File: src/rtl/muart_pkg.sv
package muart_pkg;
  localparam int ADDR_W = 8;

  localparam logic [ADDR_W-1:0] OFS_SUMMARY = 8'h00;
  localparam logic [ADDR_W-1:0] OFS_ENABLES = 8'h04;
  localparam logic [ADDR_W-1:0] OFS_DATA    = 8'h40;
  localparam logic [ADDR_W-1:0] OFS_IEN     = 8'h44;
  localparam logic [ADDR_W-1:0] OFS_IID     = 8'h48;
  localparam logic [ADDR_W-1:0] OFS_LINE    = 8'h54;
  localparam logic [ADDR_W-1:0] OFS_CTRL    = 8'h60;
  localparam logic [ADDR_W-1:0] OFS_STAT    = 8'h64;

  localparam logic [31:0] IEN_FIXED  = 32'h0000_00C0;
  localparam logic [31:0] IID_FIXED  = 32'h0000_00C0;
  localparam logic [31:0] LINE_FIXED = 32'h0000_0060;
  localparam logic [31:0] STAT_FIXED = 32'h0000_030E;
  localparam logic [31:0] ENA_VALUE  = 32'h0000_0001;
  localparam logic [31:0] CTRL_VALUE = 32'h0000_0003;
  localparam int          STAT_FILL_LSB = 16;
endpackage

File: src/rtl/muart_rx_fifo.sv
module muart_rx_fifo #(
  parameter int DEPTH  = 8,
  parameter int DATA_W = 8,
  localparam int PTR_W = $clog2(DEPTH),
  localparam int CNT_W = $clog2(DEPTH + 1)
) (
  input  logic              clk,
  input  logic              rst,
  input  logic              push,
  input  logic [DATA_W-1:0] push_data,
  input  logic              pop,
  input  logic              flush,
  output logic [DATA_W-1:0] head_data,
  output logic [CNT_W-1:0]  fill,
  output logic              full
);
  logic [DATA_W-1:0] store [DEPTH];
  logic [PTR_W-1:0]  rd_ptr;
  logic [PTR_W-1:0]  wr_ptr;
  logic              do_pop;

  // DEPTH is a power of two, so the sum wraps on its own
  assign wr_ptr = rd_ptr + fill[PTR_W-1:0];
  assign do_pop = pop && (fill != '0);
  assign full   = (fill == CNT_W'(DEPTH));

  // storage has no reset so it maps onto RAM
  always_ff @(posedge clk) begin
    if (push) begin
      store[wr_ptr] <= push_data;
    end
  end

  assign head_data = store[rd_ptr];

  always_ff @(posedge clk) begin
    if (rst) begin
      rd_ptr <= '0;
      fill   <= '0;
    end else if (flush) begin
      fill <= '0;
    end else begin
      if (do_pop) begin
        rd_ptr <= rd_ptr + 1'b1;
      end
      fill <= fill + CNT_W'(push) - CNT_W'(do_pop);
    end
  end
endmodule

File: src/rtl/muart_irq_ctrl.sv
module muart_irq_ctrl (
  input  logic       clk,
  input  logic       rst,
  input  logic       ien_we,
  input  logic [1:0] ien_wdata,
  input  logic       rx_nonempty,
  output logic [1:0] ien,
  output logic       irq
);
  always_ff @(posedge clk) begin
    if (rst) begin
      ien <= 2'b00;
    end else if (ien_we) begin
      ien <= ien_wdata;
    end
  end

  // transmit side is always drained, so its source is the enable itself
  assign irq = (ien[0] && rx_nonempty) || ien[1];
endmodule

File: src/rtl/muart_rd_mux.sv
module muart_rd_mux
  import muart_pkg::*;
#(
  parameter int CNT_W  = 4,
  parameter int DATA_W = 8
) (
  input  logic [ADDR_W-1:0] addr,
  input  logic [1:0]        ien,
  input  logic              irq,
  input  logic [CNT_W-1:0]  fill,
  input  logic [DATA_W-1:0] head_data,
  output logic [31:0]       rvalue
);
  logic has_data;
  assign has_data = (fill != '0);

  always_comb begin
    rvalue = '0;
    unique case (addr)
      OFS_SUMMARY: rvalue = {31'b0, irq};
      OFS_ENABLES: rvalue = ENA_VALUE;
      OFS_DATA:    rvalue = 32'(head_data);
      OFS_IEN:     rvalue = IEN_FIXED | {30'b0, ien};
      OFS_IID:     rvalue = IID_FIXED | (has_data ? 32'h4 : 32'h2) | {31'b0, !irq};
      OFS_LINE:    rvalue = LINE_FIXED | {31'b0, has_data};
      OFS_CTRL:    rvalue = CTRL_VALUE;
      OFS_STAT:    rvalue = STAT_FIXED | {31'b0, has_data} | (32'(fill) << STAT_FILL_LSB);
      default:     rvalue = '0;
    endcase
  end
endmodule

File: src/rtl/muart_regs.sv
module muart_regs
  import muart_pkg::*;
#(
  parameter int DEPTH  = 8,
  parameter int DATA_W = 8,
  localparam int CNT_W = $clog2(DEPTH + 1)
) (
  input  logic              clk,
  input  logic              rst,
  input  logic [ADDR_W-1:0] bus_addr,
  input  logic              bus_wr,
  input  logic [31:0]       bus_wdata,
  input  logic              bus_rd,
  output logic [31:0]       bus_rdata,
  input  logic              rx_valid,
  input  logic [DATA_W-1:0] rx_data,
  output logic              rx_ready,
  output logic              tx_valid,
  output logic [DATA_W-1:0] tx_data,
  output logic              irq
);
  logic              ien_we;
  logic              flush;
  logic              pop;
  logic              push;
  logic              full;
  logic [CNT_W-1:0]  fill;
  logic [DATA_W-1:0] head_data;
  logic [1:0]        ien;
  logic [31:0]       rvalue;
  logic              unused_wdata_hi;

  assign unused_wdata_hi = ^bus_wdata[31:DATA_W];

  assign ien_we   = bus_wr && (bus_addr == OFS_IEN);
  assign flush    = bus_wr && (bus_addr == OFS_IID) && bus_wdata[1];
  assign pop      = bus_rd && (bus_addr == OFS_DATA);
  assign rx_ready = !full && !flush;
  assign push     = rx_valid && rx_ready;

  muart_rx_fifo #(.DEPTH(DEPTH), .DATA_W(DATA_W)) fifo_i (
    .clk       (clk),
    .rst       (rst),
    .push      (push),
    .push_data (rx_data),
    .pop       (pop),
    .flush     (flush),
    .head_data (head_data),
    .fill      (fill),
    .full      (full)
  );

  muart_irq_ctrl irq_i (
    .clk         (clk),
    .rst         (rst),
    .ien_we      (ien_we),
    .ien_wdata   (bus_wdata[1:0]),
    .rx_nonempty (fill != '0),
    .ien         (ien),
    .irq         (irq)
  );

  muart_rd_mux #(.CNT_W(CNT_W), .DATA_W(DATA_W)) mux_i (
    .addr      (bus_addr),
    .ien       (ien),
    .irq       (irq),
    .fill      (fill),
    .head_data (head_data),
    .rvalue    (rvalue)
  );

  always_ff @(posedge clk) begin
    if (rst) begin
      bus_rdata <= '0;
    end else if (bus_rd) begin
      bus_rdata <= rvalue;
    end
  end

  always_ff @(posedge clk) begin
    if (rst) begin
      tx_valid <= 1'b0;
      tx_data  <= '0;
    end else begin
      tx_valid <= bus_wr && (bus_addr == OFS_DATA);
      if (bus_wr && (bus_addr == OFS_DATA)) begin
        tx_data <= bus_wdata[DATA_W-1:0];
      end
    end
  end
endmodule

File: config.mk
export PLATFORM = sky130hd
export DESIGN_NAME = muart_regs
export DESIGN_NICKNAME = d
export VERILOG_FILES = /design/src/rtl/muart_pkg.sv /design/src/rtl/muart_rx_fifo.sv /design/src/rtl/muart_irq_ctrl.sv /design/src/rtl/muart_rd_mux.sv /design/src/rtl/muart_regs.sv
export SDC_FILE = /design/constraint.sdc
export NUM_CORES = 1
export LEC_CHECK = 0
export ABC_AREA = 1
export CORE_MARGIN = 8
export CORE_UTILIZATION = 46
export CTS_CLUSTER_SIZE = 10
export DETAILED_ROUTE_END_ITERATION = 10
export PLACE_DENSITY = 0.84
export SKIP_CTS_REPAIR_TIMING = 1
export SYNTH_ARGS = -nofsm -noshare
export SYNTH_HDL_FRONTEND = slang
export SYNTH_SLANG_ARGS = --single-unit
export TNS_END_PERCENT = 20
File: constraint.sdc
create_clock -name clk -period 2.1 [get_ports clk]
set_input_delay 0.42 -clock clk [delete_from_list [all_inputs] [get_ports clk]]
set_output_delay 0.42 -clock clk [all_outputs]
set_load 0.005 [all_outputs]
# Word-level counts from Yosys, hierarchy flattened
# Memory sizes are Yosys's and may differ from the RTL's. A register that Yosys moved wholly into a read port is not among the register bits.
# Index checks and enable logic that the tools add are counted.
dict set report totals {
  latch_bits 0
  romBits 0
  in_bits 53
  elab_cells 45
  regBits 50
  ramBits 64
  memories 1
}
dict set report classes {
  shifts 0
  muxes 6
  mul 0
  n_eq_ne 8
  n_reduce_logical 17
  div 0
  n_lt_le_gt_ge 0
  bitwise 3
  n_addsub 4
}
# memory depth word_bits read_ports rd_clocked_by_memory_dff wr line
set mem_list {}
lappend mem_list {fifo_i.store 8 8 1 1 1 muart_rx_fifo.sv:17} ;# logic [DATA_W-1:0] store [DEPTH];
# cell n
set op_table {}
lappend op_table {{$pmux W32 S8} 1}
lappend op_table {{$eq A8 B7 Y1 const B} 6}
lappend op_table {{$or A32 B1 Y32} 1}
lappend op_table {{$or A10 B20 Y20} 1}
lappend op_table {{$logic_and A1 B1 Y1} 9}
lappend op_table {{$mux W3} 3}
lappend op_table {{$eq A8 B3 Y1 const B} 1}
lappend op_table {{$logic_not A8 Y1} 1}
lappend op_table {{$add A4 B1 Y4} 1}
lappend op_table {{$eq A4 B4 Y1 const B} 1}
lappend op_table {{$reduce_bool A4 Y1} 1}
lappend op_table {{$sub A4 B1 Y4} 1}
lappend op_table {{$add A3 B1 Y3 const B} 1}
lappend op_table {{$add A3 B3 Y3} 1}
lappend op_table {{$logic_not A1 Y1} 3}
lappend op_table {{$mux W1} 2}
lappend op_table {{$reduce_and A2 Y1} 1}
lappend op_table {{$reduce_or A2 Y1} 1}
lappend op_table {{$logic_or A1 B1 Y1} 1}
lappend op_table {{$not A1 Y1} 1}

# Longest topological paths before layout
dict set report depth {
  depth_word 8
  ltp_mapped 14
}

# Hierarchy
# From an unflattened synthesis, not the netlist that was laid out.
dict set report unflattened {
  cells_unflattened 691
  hier_area_um2 5579.1
}
# mod area_each_um2 instances cells_per_inst
set by_module_without_submodules {}
lappend by_module_without_submodules {muart_rx_fifo 3423.3 1 369}
lappend by_module_without_submodules {muart_regs 1559.0 1 213}
lappend by_module_without_submodules {muart_rd_mux 508.0 1 95}
lappend by_module_without_submodules {muart_irq_ctrl 88.8 1 14}

# Worst setup path after synthesis
# OpenSTA, ideal clock, no wires.
dict set report synth_timing {
  path_kind {input -> register}
  startpoint {input port bus_addr[7]}
  endpoint {register fifo_i.fill[2]}
  path_buffers 0
  arrival_ns 2.053
  slack_ns -0.069
  cell_stages 14
  path_cell_list {inv_1 -> nand2_4 -> nor2_8 -> nand3_4 -> nor2_4 -> nand2_2 -> clkinv_2 -> ha_1 -> inv_1 -> ha_1 -> inv_1 -> fa_1 -> xor2_1 -> nor2_1}
}
dict set report synth_via {
  elab_chain_cells 8
  elab_cells_between_ends 12
}
# element line
set synth_rtl {}
lappend synth_rtl {{from (decl)} muart_regs.sv:10} ;# input logic [ADDR_W-1:0] bus_addr,
lappend synth_rtl {{$eq A8 B7 Y1} muart_regs.sv:36} ;# assign flush = bus_wr && (bus_addr == OFS_IID) && bus_wdata[1];
lappend synth_rtl {{$logic_and A1 B1 Y1 (2 in series)} muart_regs.sv:36}
lappend synth_rtl {{$logic_not A1 Y1} muart_regs.sv:38} ;# assign rx_ready = !full && !flush;
lappend synth_rtl {{$logic_and A1 B1 Y1} muart_regs.sv:38}
lappend synth_rtl {{$logic_and A1 B1 Y1} muart_regs.sv:39} ;# assign push = rx_valid && rx_ready;
lappend synth_rtl {{$add A4 B1 Y4} muart_rx_fifo.sv:46} ;# fill <= fill + CNT_W'(push) - CNT_W'(do_pop);
lappend synth_rtl {{$sub A4 B1 Y4} muart_rx_fifo.sv:46}
lappend synth_rtl {{to (signal assigned)} muart_rx_fifo.sv:46}
lappend synth_rtl {{to (decl)} muart_rx_fifo.sv:14} ;# output logic [CNT_W-1:0] fill,
# Parallel ways exist; a longest one is shown, timed or not.
# A chain may end at the register's enable or synchronous reset.

# Worst setup path after layout
dict set report layout_timing {
  startpoint {input port bus_wdata[1]}
  endpoint {register fifo_i.fill[2]}
}
dict set report layout_via {
  elab_chain_cells 6
  elab_cells_between_ends 7
}
# element line
set layout_rtl {}
lappend layout_rtl {{from (decl)} muart_regs.sv:12} ;# input logic [31:0] bus_wdata,
lappend layout_rtl {{$logic_and A1 B1 Y1 (*)} muart_regs.sv:36}
lappend layout_rtl {{$logic_not A1 Y1} muart_regs.sv:38}
lappend layout_rtl {{$logic_and A1 B1 Y1} muart_regs.sv:38}
lappend layout_rtl {{$logic_and A1 B1 Y1} muart_regs.sv:39}
lappend layout_rtl {{$add A4 B1 Y4} muart_rx_fifo.sv:46}
lappend layout_rtl {{$sub A4 B1 Y4} muart_rx_fifo.sv:46}
# Mark *: on every way between the ends. The rest lies on a longest branch, timed or not.

==> impl_metrics.ini <==
[critical_path]
crit_buf_inv = 4
cp_slowest_cell = clkdlybuf4s50_1
path_delay_family = buffers and inverters
startpoint_type = input pin
critical_path.cell_chain = clkdlybuf4s50_1 -> nand4_4 -> nand2_4 -> nor2_4 -> inv_2 -> ha_4 -> inv_2 -> ha_4 -> inv_2 -> fa_2 -> xor2_1 -> nor2_1
cp_data_arrival_time_ns = 2.30
cp_common_cell = inv_2
cp_max_fo = 2
critPathRequiredTime_ns = 2.36
path_class = in -> reg
r2r-start = fifo_i.fill[2]
rr_worst_depth = 12
path_depth = 12
startpoint = bus_wdata[1]
crit_path_end_kind = flop
max_stage_delay_ns = 0.55

[layout]
antennaDiodeCount = 0
fin_util_pct = 60.89
area_delta_synth_final_pct = 28.60
postLayoutCellArea_um2 = 5627
fin_nets = 596
fill_cells = 745
final_cells = 667
drive_gt1_share_pct = 18.96

[route]
viasPerCell = 5.076
vias = 3386
drt-total-wl_um = 10430
drt_iter0_markers = 248
drc = 0
drt.antenna.violating_nets = 0
routedWlPerCell_um = 15.63
first_pass_iters = 5

[timing]
fin_crit_ns = 2.044
whs_ns = 0.4703
hold_violations = 0
clock_skew_ns = 0.009018
final_max_slew_viol_count = 0
finalCritPeriodShare_pct = 97.32
setup_viol = 0
slew_headroom_pct = 65.88
tightestPinTransition_ns = 0.5111
fmax_mhz = 489.3

[power]
p_sw_share_pct = 27.48
p_int_mw = 3.119
p_leak_nw = 2.251
vdd_ir_drop_max_mv = 0.5685
combPwrFrac_pct = 17.9
power_density_nw_per_um2 = 764.3
p_switching_mw = 1.182
clockPowerShare_pct = 30.3
seq_power_share_pct = 51.8

[clock_network]
cts_buffer_depth = 2
h-tree-depth = 3
cts_root_buf = clkbuf_8
numCtsBuffers = 9
clk_pin_slew_ns = 0.10
cts_tree = yes
cts_num_sinks = 98
clk-insertion-delay-late_ns = 0.36

[hold_path]
holdCritStartpoint = bus_rdata[19]
min_path_cells = 2
hp-class = reg -> reg

[die]
coreArea_um2 = 9240
io_pins = 96
fp.dieW_um = 113.5
die-area_um2 = 12890
rows = 35
start_util_pct = 47.35
chipHeight_um = 113.5

[place]
place_inst = 649
place.gp.congestion = 0.9126
portBuffers = 53
dp_hpwl_um = 7603
placed_cell_area_um2 = 5320

[logic_synthesis]
yosysSeqAreaShare_pct = 59.48
synth_area_um2 = 4375
yosys_warnings = 0
synth.avg_cell_area_um2 = 9.899
ys_types = 36
postSynthCellCount = 442
ys_seq_elements = 98

[global_routing]
antenna_found_initial = 0
grt_usage_pct = 15.88
grt_max_degree = 33
first_global_vias = 3304
overflow = 0
grt_pass1_wl_um = 16040

[run]
cap_violations = 0

[outcome]
status = completed
==> synthesized netlist by cell type <==
cell type / instances / share of area [%]
a21oi_1: 19 / 2.2
a21oi_2: 1 / 0.20
a311oi_1: 1 / 0.20
a31oi_1: 1 / 0.14
buf_2: 7 / 0.80
buf_4: 20 / 3.4
clkbuf_1: 6 / 0.51
clkinv_1: 1 / 0.086
clkinv_2: 3 / 0.34
conb_1: 1 / 0.086
dfxtp_1: 34 / 16
edfxtp_1: 64 / 44
fa_1: 2 / 0.92
ha_1: 8 / 2.3
inv_1: 28 / 2.4
inv_2: 5 / 0.43
nand2_1: 61 / 5.2
nand2_2: 2 / 0.29
nand2_4: 3 / 0.77
nand3_1: 19 / 2.2
nand3_4: 1 / 0.40
nand4_2: 1 / 0.29
nor2_1: 81 / 6.9
nor2_2: 6 / 0.86
nor2_4: 1 / 0.26
nor2_8: 1 / 0.46
nor3_1: 1 / 0.11
o211ai_1: 7 / 1.2
o21ai_0: 26 / 3.0
o21ai_1: 16 / 1.8
o221ai_1: 6 / 1.2
o22ai_1: 3 / 0.43
or2_2: 2 / 0.29
or2_4: 1 / 0.20
xnor2_1: 1 / 0.20
xor2_1: 2 / 0.40
==> cell type report <==
| type | count | area [um2] | area share, % |
|---|---|---|---|
| Tap cell | 129 | 161.4 | 2.869 |
| Clock inverter | 7 | 96.34 | 1.712 |
| Inverter | 37 | 151.4 | 2.691 |
| Multi-Input combinational cell | 291 | 1558 | 27.69 |
| Clock buffer | 9 | 123.9 | 2.201 |
| Timing Repair Buffer | 96 | 930.9 | 16.54 |
| Sequential cell | 98 | 2605 | 46.30 |
==> cell usage in the layout (no fill, tap or decap), types with 3 or more instances in the layout <==
cell type        synthesis  layout
o221ai_1                 6       6
ha_1                     8       4
nand2_4                  3       5
nand3_1                 19      19
dlymetal6s2s_1           0      11
nor2_2                   6       9
a21oi_1                 19      19
buf_4                   20      39
clkdlybuf4s50_1          0      42
o21ai_1                 16      16
inv_8                    0       3
edfxtp_1                64      64
nand2_1                 61      59
o22ai_1                  3       3
dfxtp_1                 34      32
conb_1                   1      18
buf_12                   0       4
nor2_1                  81      77
o21ai_0                 26      26
o211ai_1                 7       7
clkbuf_8                 0       9
inv_2                    5       6
inv_1                   28      25
==> power groups by stage <==
stage                     logic [mW]  clock network, mW  registers (mW)
after floorplan                0.390                  0            2.27
after global placement         0.698                  0            2.26
after detailed placement       0.731                  0            2.27
after CTS                      0.738               1.33            2.23
after global routing           0.842               1.40            2.24
final                          0.768               1.30            2.23
==> cell families after synthesis <==
family | count (synthesis) | synth area share (%)
simple gates | 180 | 18.27
flops | 98 | 59.48
compound gates | 80 | 10.35
buf+inv | 70 | 8.006
fa+ha+maj | 10 | 3.203
xor+xnor | 3 | 0.6006
other cells | 1 | 0.08571
==> metrics by stage <==
step	setup slack, ns	TNS, ns	power, mW
final	0.05620	0	4.300
after global routing	-0.02359	-0.02359	4.477
after global placement	-0.4698	-15.11	2.962
after detailed placement	-0.5438	-21.29	3.001
after CTS	-0.3390	-0.9083	4.291
after floorplan	0.01074	0	2.656
==> path summary, 6_finish.rpt <==
kind / endpoint / slack (ns)
max reg2reg: fifo_i.fill[2] / 0.10
max: fifo_i.fill[2] / 0.06
min reg2reg: bus_rdata[19] / 0.47
min: bus_rdata[19] / 0.47
==> registers in the layout (all words and copies together), names as in the netlist, named ones only <==
register / count
irq_i.ien: 2
fifo_i.rd_ptr: 3
tx_valid: 1
fifo_i.store: 64
fifo_i.fill: 4
tx_data: 8
bus_rdata: 13
==> worst min-delay path: stages (launching register included) <==
cell and delay, ns:
dfxtp_1 0.32, nand2_1 0.06, a21oi_1 0.05
==> per-layer routing <==
metal / global-route usage, % / wire [um] / vias up
met1: 17.72 / 4034 / 1564
li1: - / - / 1634
met5: 0 / 0 / -
met4: 6.394 / 299 / 0
met2: 27.53 / 5053 / 164
met3: 4.966 / 1038 / 24
No activity file was read; power rests on OpenSTA's default activity.
